--- src/rtl/pfd_pkg.sv ---
package pfd_pkg;

  typedef enum logic [1:0] {
    ST_REL = 2'd0,
    ST_UP  = 2'd1,
    ST_DN  = 2'd2
  } pump_st_e;

  typedef struct packed {
    logic en;
    logic val;
    logic lock;
  } pump_cmd_t;

  function automatic pump_cmd_t decode_cmd(input pump_st_e s);
    pump_cmd_t c;
    c.en   = (s != ST_REL);
    c.val  = (s == ST_UP);
    c.lock = (s == ST_REL);
    return c;
  endfunction

  function automatic pump_st_e next_state(input pump_st_e s, input logic r, input logic f);
    pump_st_e n;
    n = s;
    if (r && f) begin
      n = ST_REL;
    end else begin
      unique case (s)
        ST_REL:  n = r ? ST_UP : (f ? ST_DN : ST_REL);
        ST_UP:   n = f ? ST_REL : ST_UP;
        ST_DN:   n = r ? ST_REL : ST_DN;
        default: n = ST_REL;
      endcase
    end
    return n;
  endfunction

endpackage

--- src/rtl/pfd_sync.sv ---
module pfd_sync #(
  parameter int STAGES = 2
) (
  input  logic clk,
  input  logic rst,
  input  logic d,
  output logic q
);
  logic [STAGES-1:0] chain;

  for (genvar i = 0; i < STAGES; i++) begin : g_stage
    if (i == 0) begin : g_first
      always_ff @(posedge clk) begin
        if (rst) chain[i] <= 1'b0;
        else     chain[i] <= d;
      end
    end else begin : g_next
      always_ff @(posedge clk) begin
        if (rst) chain[i] <= 1'b0;
        else     chain[i] <= chain[i-1];
      end
    end
  end

  assign q = chain[STAGES-1];
endmodule

--- src/rtl/pfd_edge.sv ---
module pfd_edge (
  input  logic clk,
  input  logic rst,
  input  logic lvl,
  output logic rise
);
  logic prev;

  always_ff @(posedge clk) begin
    if (rst) prev <= 1'b0;
    else     prev <= lvl;
  end

  assign rise = lvl & ~prev;


  single_rise_chk: assert property (@(posedge clk) disable iff (rst) rise |=> !rise);
endmodule

--- src/rtl/pfd_fsm.sv ---
module pfd_fsm
  import pfd_pkg::*;
(
  input  logic clk,
  input  logic rst,
  input  logic ref_rise,
  input  logic fb_rise,
  output logic drive_en,
  output logic drive_val,
  output logic lock_pulse
);
  pump_st_e  state, state_nx;
  pump_cmd_t cmd_nx;

  always_comb begin
    state_nx = next_state(state, ref_rise, fb_rise);
    cmd_nx   = decode_cmd(state_nx);
  end

  always_ff @(posedge clk) begin
    if (rst) begin
      state      <= ST_REL;
      drive_en   <= 1'b0;
      drive_val  <= 1'b0;
      lock_pulse <= 1'b1;
    end else begin
      state      <= state_nx;
      drive_en   <= cmd_nx.en;
      drive_val  <= cmd_nx.val;
      lock_pulse <= cmd_nx.lock;
    end
  end


  up_hold_chk: assert property (@(posedge clk) disable iff (rst)
    (state == ST_UP && !fb_rise) |=> (drive_en && drive_val));

  up_release_chk: assert property (@(posedge clk) disable iff (rst)
    (state == ST_UP && fb_rise) |=> (!drive_en && lock_pulse));

  dn_hold_chk: assert property (@(posedge clk) disable iff (rst)
    (state == ST_DN && !ref_rise) |=> (drive_en && !drive_val));

  both_edge_chk: assert property (@(posedge clk) disable iff (rst)
    (ref_rise && fb_rise) |=> !drive_en);
endmodule

--- src/rtl/phase_freq_det.sv ---
module phase_freq_det #(
  parameter int SYNC_STAGES = 2
) (
  input  logic clk,
  input  logic rst,
  input  logic ref_in,
  input  logic fb_in,
  output logic drive_en,
  output logic drive_val,
  output logic lock_pulse
);
  localparam int NCH = 2;

  logic [NCH-1:0] raw, lvl, rise;

  assign raw = {fb_in, ref_in};

  for (genvar c = 0; c < NCH; c++) begin : g_ch
    pfd_sync #(.STAGES(SYNC_STAGES)) u_sync (
      .clk(clk), .rst(rst), .d(raw[c]), .q(lvl[c])
    );
    pfd_edge u_edge (
      .clk(clk), .rst(rst), .lvl(lvl[c]), .rise(rise[c])
    );
  end

  pfd_fsm u_fsm (
    .clk(clk),
    .rst(rst),
    .ref_rise(rise[0]),
    .fb_rise(rise[1]),
    .drive_en(drive_en),
    .drive_val(drive_val),
    .lock_pulse(lock_pulse)
  );


  lock_vs_drive_chk: assert property (@(posedge clk) disable iff (rst)
    lock_pulse != drive_en);

  val_when_idle_chk: assert property (@(posedge clk) disable iff (rst)
    drive_val |-> drive_en);
endmodule

--- config.mk ---
export PLATFORM = sky130hd
export DESIGN_NAME = phase_freq_det
export DESIGN_NICKNAME = d
export VERILOG_FILES = /design/src/rtl/pfd_pkg.sv /design/src/rtl/pfd_sync.sv /design/src/rtl/pfd_edge.sv /design/src/rtl/pfd_fsm.sv /design/src/rtl/phase_freq_det.sv
export SDC_FILE = /design/constraint.sdc
export NUM_CORES = 1
export LEC_CHECK = 0
export ABC_AREA = 1
export BUFFER_PORTS_ARGS = -buffer_cell sky130_fd_sc_hd__buf_2
export CORE_AREA = 2 2 39 41
export DETAILED_ROUTE_END_ITERATION = 12
export DIE_AREA = 0 0 41 43
export GPL_TIMING_DRIVEN = 0
export SYNTH_ARGS = -nofsm -noshare
export SYNTH_HDL_FRONTEND = slang
export SYNTH_SLANG_ARGS = --single-unit
--- constraint.sdc ---
create_clock -name clk -period 1.7 [get_ports clk]
set_input_delay 0.34 -clock clk [delete_from_list [all_inputs] [get_ports clk]]
set_output_delay 0.34 -clock clk [all_outputs]
set_load 0.01 [all_outputs]
# After elaboration in Yosys (flattened, before gate mapping)

Cells that the tools add are included.

Muxes and demuxes: 6
Bitwise operators: 4
Eq/ne operators: 3
Reduce and logical (&&, ||, !) cells: 4

Operators by type and width:

| kind               | number |
|---|---|
| $mux 2             | 4 |
| $pmux 2 s3         | 1 |
| $eq 2x1->1 const B | 2 |
| $logic_not 2->1    | 2 |
| $and 1x1->1        | 2 |
| $eq 2x2->1 const B | 1 |
| $not 1->1          | 2 |
| $reduce_bool 2->1  | 1 |
| $logic_and 1x1->1  | 1 |
| $mux 1             | 1 |

Output and inout port bits: 3
Flip-flop bits (word level): 11
Logic and storage cells: 27

# Longest topological paths before layout

Word-level depth: 7
Depth in mapped cells: 6

# Hierarchy

From an unflattened synthesis, not the netlist that was laid out.

Cell total of the unflattened synthesis: 41
Area, all modules: 350.3 µm²

By module, submodules not included:

| module   | cells an instance | times used | sequential area each (µm²) | area each (µm²) |
|---|---|---|---|---|
| pfd_fsm  | 21                | 1          | 100.1                      | 177.7 |
| pfd_sync | 6                 | 2          | 40.0                       | 55.1 |
| pfd_edge | 4                 | 2          | 20.0                       | 31.3 |

# Worst setup path after synthesis

OpenSTA, ideal clock, no wires.

Path type: reg-to-reg
Start: register g_ch[1].u_edge.prev
End: register u_fsm.lock_pulse
Clock period less this slack: 0.763 ns
Path slack: 0.937 ns
Cell stages (with the launch flop): 6
Path buffers: 0
Arrival: 0.649 ns
Cell sequence: dfxtp_1 -> inv_1 -> a21oi_2 -> nand2_1 -> nand2_1 -> nand2_1

Longest elaborated chain between the ends: 7
Elaborated cells on any way between the ends: 9
Classes of those cells: 5 x mux; 2 x bitwise; 2 x reduce/logical

RTL lines:

| item                   | RTL line       | text |
|---|---|---|
| from (decl)            | pfd_edge.sv:7  | `logic prev;` |
| from (signal assigned) | pfd_edge.sv:11 | `else prev <= lvl;` |
| $not 1->1 (*)          | pfd_edge.sv:14 | `assign rise = lvl & ~prev;` |
| $and 1x1->1 (*)        | pfd_edge.sv:14 |  |
| $mux 2 (2 in a row)    | pfd_pkg.sv:30  | `ST_REL: n = r ? ST_UP : (f ? ST_DN : ST_REL);` |
| $pmux 2 s3             | pfd_pkg.sv:29  | `unique case (s)` |
| $mux 2 (*)             | pfd_pkg.sv:26  | `if (r && f) begin` |
| $logic_not 2->1 (*)    | pfd_pkg.sv:19  | `c.lock = (s == ST_REL);` |
| to (signal assigned)   | pfd_fsm.sv:30  | `lock_pulse <= cmd_nx.lock;` |
| to (decl)              | pfd_fsm.sv:10  | `output logic lock_pulse` |

Mark *: on every way between the ends. The rest lies on a longest branch, timed or not.
A chain may end at the register's enable or synchronous reset.

# Worst setup path in the final report

Start: register u_fsm.lock_pulse
End: output lock_pulse

RTL lines:

| item      | RTL line             | text |
|---|---|---|
| to (decl) | phase_freq_det.sv:10 | `output logic lock_pulse` |

No word-level cell between the ends.

==> results.sh <==
export IMPL_die_y_um=43
export IMPL_fillers=151
export IMPL_path_cells="buf_2"
export IMPL_port_buffer_count=6
export IMPL_vias=259
export IMPL_slowest_stage="dfxtp_1"
export IMPL_yosysSeqAreaShare_pct=61.5
export IMPL_cap_violations=0
export IMPL_timing_final_crit_share_pct=61.0
export IMPL_hold_slack_ns=0.270
export IMPL_synth_net_count=46
export IMPL_status="finished clean"
export IMPL_grt_pass1_wl_um=876
export IMPL_io_pins=7
export IMPL_first_iter_violations=0
export IMPL_grt_overflow_total=0
export IMPL_p_leak_nw=0.236
export IMPL_critPathMaxStageDelay_ns=0.31
export IMPL_antenna_cells=0
export IMPL_routedWlPerCell_um=6.94
export IMPL_htreeDepth=1
export IMPL_cts_resized=0
export IMPL_cp_end_kind="output port"
export IMPL_clkLatencyLatePin_ns=0.27
export IMPL_setup_violations=0
export IMPL_root_buffer="clkbuf_4"
export IMPL_track_usage_pct=8.77
export IMPL_tightest_slew_ns=0.174
export IMPL_syn_area_um2=358
export IMPL_dr_pass1_iters=1
export IMPL_place_congestion=0.615
export IMPL_hpwl_um=335
export IMPL_areaGrowthSynthToFinish_pct=21.3
export IMPL_min_path_type="in2reg"
export IMPL_grt_pass1_vias=217
export IMPL_clock_sinks=11
export IMPL_cp_num_buf_inv=1
export IMPL_slew_violations=0
export IMPL_hold_viol_final=0
export IMPL_maxSlewHeadroom_pct=88.4
export IMPL_peakVddDrop_uv=466
export IMPL_cp_data_arrival_time_ns=0.70
export IMPL_start_util_pct=25.9
export IMPL_fin_tns_setup_ns=0
export IMPL_cts_buffers_inserted=3
export IMPL_ant_nets=0
export IMPL_core_area_um2=1380
export IMPL_drt_total_wl_um=472
export IMPL_rsz0062_at_grt="false"
export IMPL_layout_commonest_cell="inv_1"
export IMPL_drive_gt1_share_pct=23.1
export IMPL_tritoncts="yes"
export IMPL_post_cts_buffers=0
export IMPL_max_freq_mhz=965
export IMPL_syn_area_per_cell_um2=8.52
export IMPL_powerDensity_nw_per_um2=1110
export IMPL_cts_buffer_depth=2
export IMPL_rows=14
export IMPL_worstSetupPathType="reg2out"
export IMPL_crit_fanout=1
export IMPL_synthCells=42
export IMPL_start_kind="register"
export IMPL_fin_crit_ns=1.04
export IMPL_layout_common_cells="inv_1 (13), dfxtp_1 (11), nand2_1 (7)"
export IMPL_yosys_cell_types_count=9
export IMPL_grt_max_degree=8
export IMPL_yosys_warnings=0
export IMPL_critical_path_top_delay_family="flip-flops"
export IMPL_finClkSkew_ns=0.000779
export IMPL_die_w_um=41
export IMPL_hold_buffers=0
export IMPL_drc_errors=0
export IMPL_die_area_um2=1760
export IMPL_antenna_found_initial=0
export IMPL_cts_clk_slew_worst_paths_ns=0.06
export IMPL_synth_seq_cells=11
export IMPL_vias_per_cell=3.81
export IMPL_worst_ep_required_time_ns=1.36
export IMPL_final_nets=57
## tightest hold or removal path, delay by kind of cell
kind / cells / cell delay (ns)
and+or+nand+nor: 1 / 0.06
buffers and inverters: 2 / 0.10
## worst paths after layout
check	start	to	slack (ns)	cells past startpoint
setup / recovery	u_fsm.lock_pulse	lock_pulse	0.66	1
setup reg to reg	g_ch[1].u_edge.prev	u_fsm.lock_pulse	0.87	5
hold / removal	fb_in	g_ch[1].u_sync.chain[0]	0.27	3
hold reg to reg	g_ch[1].u_sync.chain[0]	g_ch[1].u_sync.q	0.40	2
## metal layers
metal  part of all wire [%]  track usage, %
met3                     12            9.42
met5                      0               0
met4                    4.9            8.00
met2                     40            10.0
met1                     42            8.14
## cell families after synthesis
| logic type | synth area share, % |
|---|---|
| compound gates | 6.99 |
| simple gates | 17.8 |
| flops | 61.5 |
| buf+inv | 13.6 |
## power breakdown
part	total, mW	internal, mW	switching, mW
sequential	0.275	0.271	0.00468
clock	0.173	0.0909	0.0819
combinational	0.0354	0.0154	0.0199
total	0.484	0.377	0.107
## flip-flops by register name, indices dropped and copies added, names as in the netlist
signal / flops
g_ch.u_sync.chain: 2
u_fsm.drive_val: 1
u_fsm.drive_en: 1
g_ch.u_sync.q: 2
u_fsm.lock_pulse: 1
g_ch.u_edge.prev: 2
u_fsm.state: 2
## layout make-up
class / count / area [um^2] / share of cell area [%]
multi-input combinational: 18 / 88.8 / 20.5
inverter: 13 / 48.8 / 11.2
sequential: 11 / 220 / 50.7
clock buffer: 4 / 26.3 / 6.05
tap: 16 / 20.0 / 4.61
timing repair buffer: 6 / 30.0 / 6.92
## cell usage after synthesis
cell type   n  share of area (%)
a21oi_1     1                1.4
a21oi_2     1                2.4
dfxtp_1    11                 62
inv_1      13                 14
nand2_1     7                7.3
nand3_1     1                1.4
nand3_2     1                2.8
nor2_1      6                6.3
o21bai_2    1                3.1
## through the flow
stage / area [um^2] / std cells / utilization [%] / worst slack [ns] / total power [mW]
global placement: 408 / 64 / 29.5 / 0.851 / 0.316
detailed placement: 408 / 64 / 29.5 / 0.847 / 0.317
finish: 434 / 68 / 31.4 / 0.664 / 0.484
CTS: 434 / 68 / 31.4 / 0.645 / 0.495
floorplan: 358 / 42 / - / 0.937 / 0.304
global route: 434 / 68 / 31.4 / 0.598 / 0.517
Note: power is estimated with default switching activity, not from simulation.
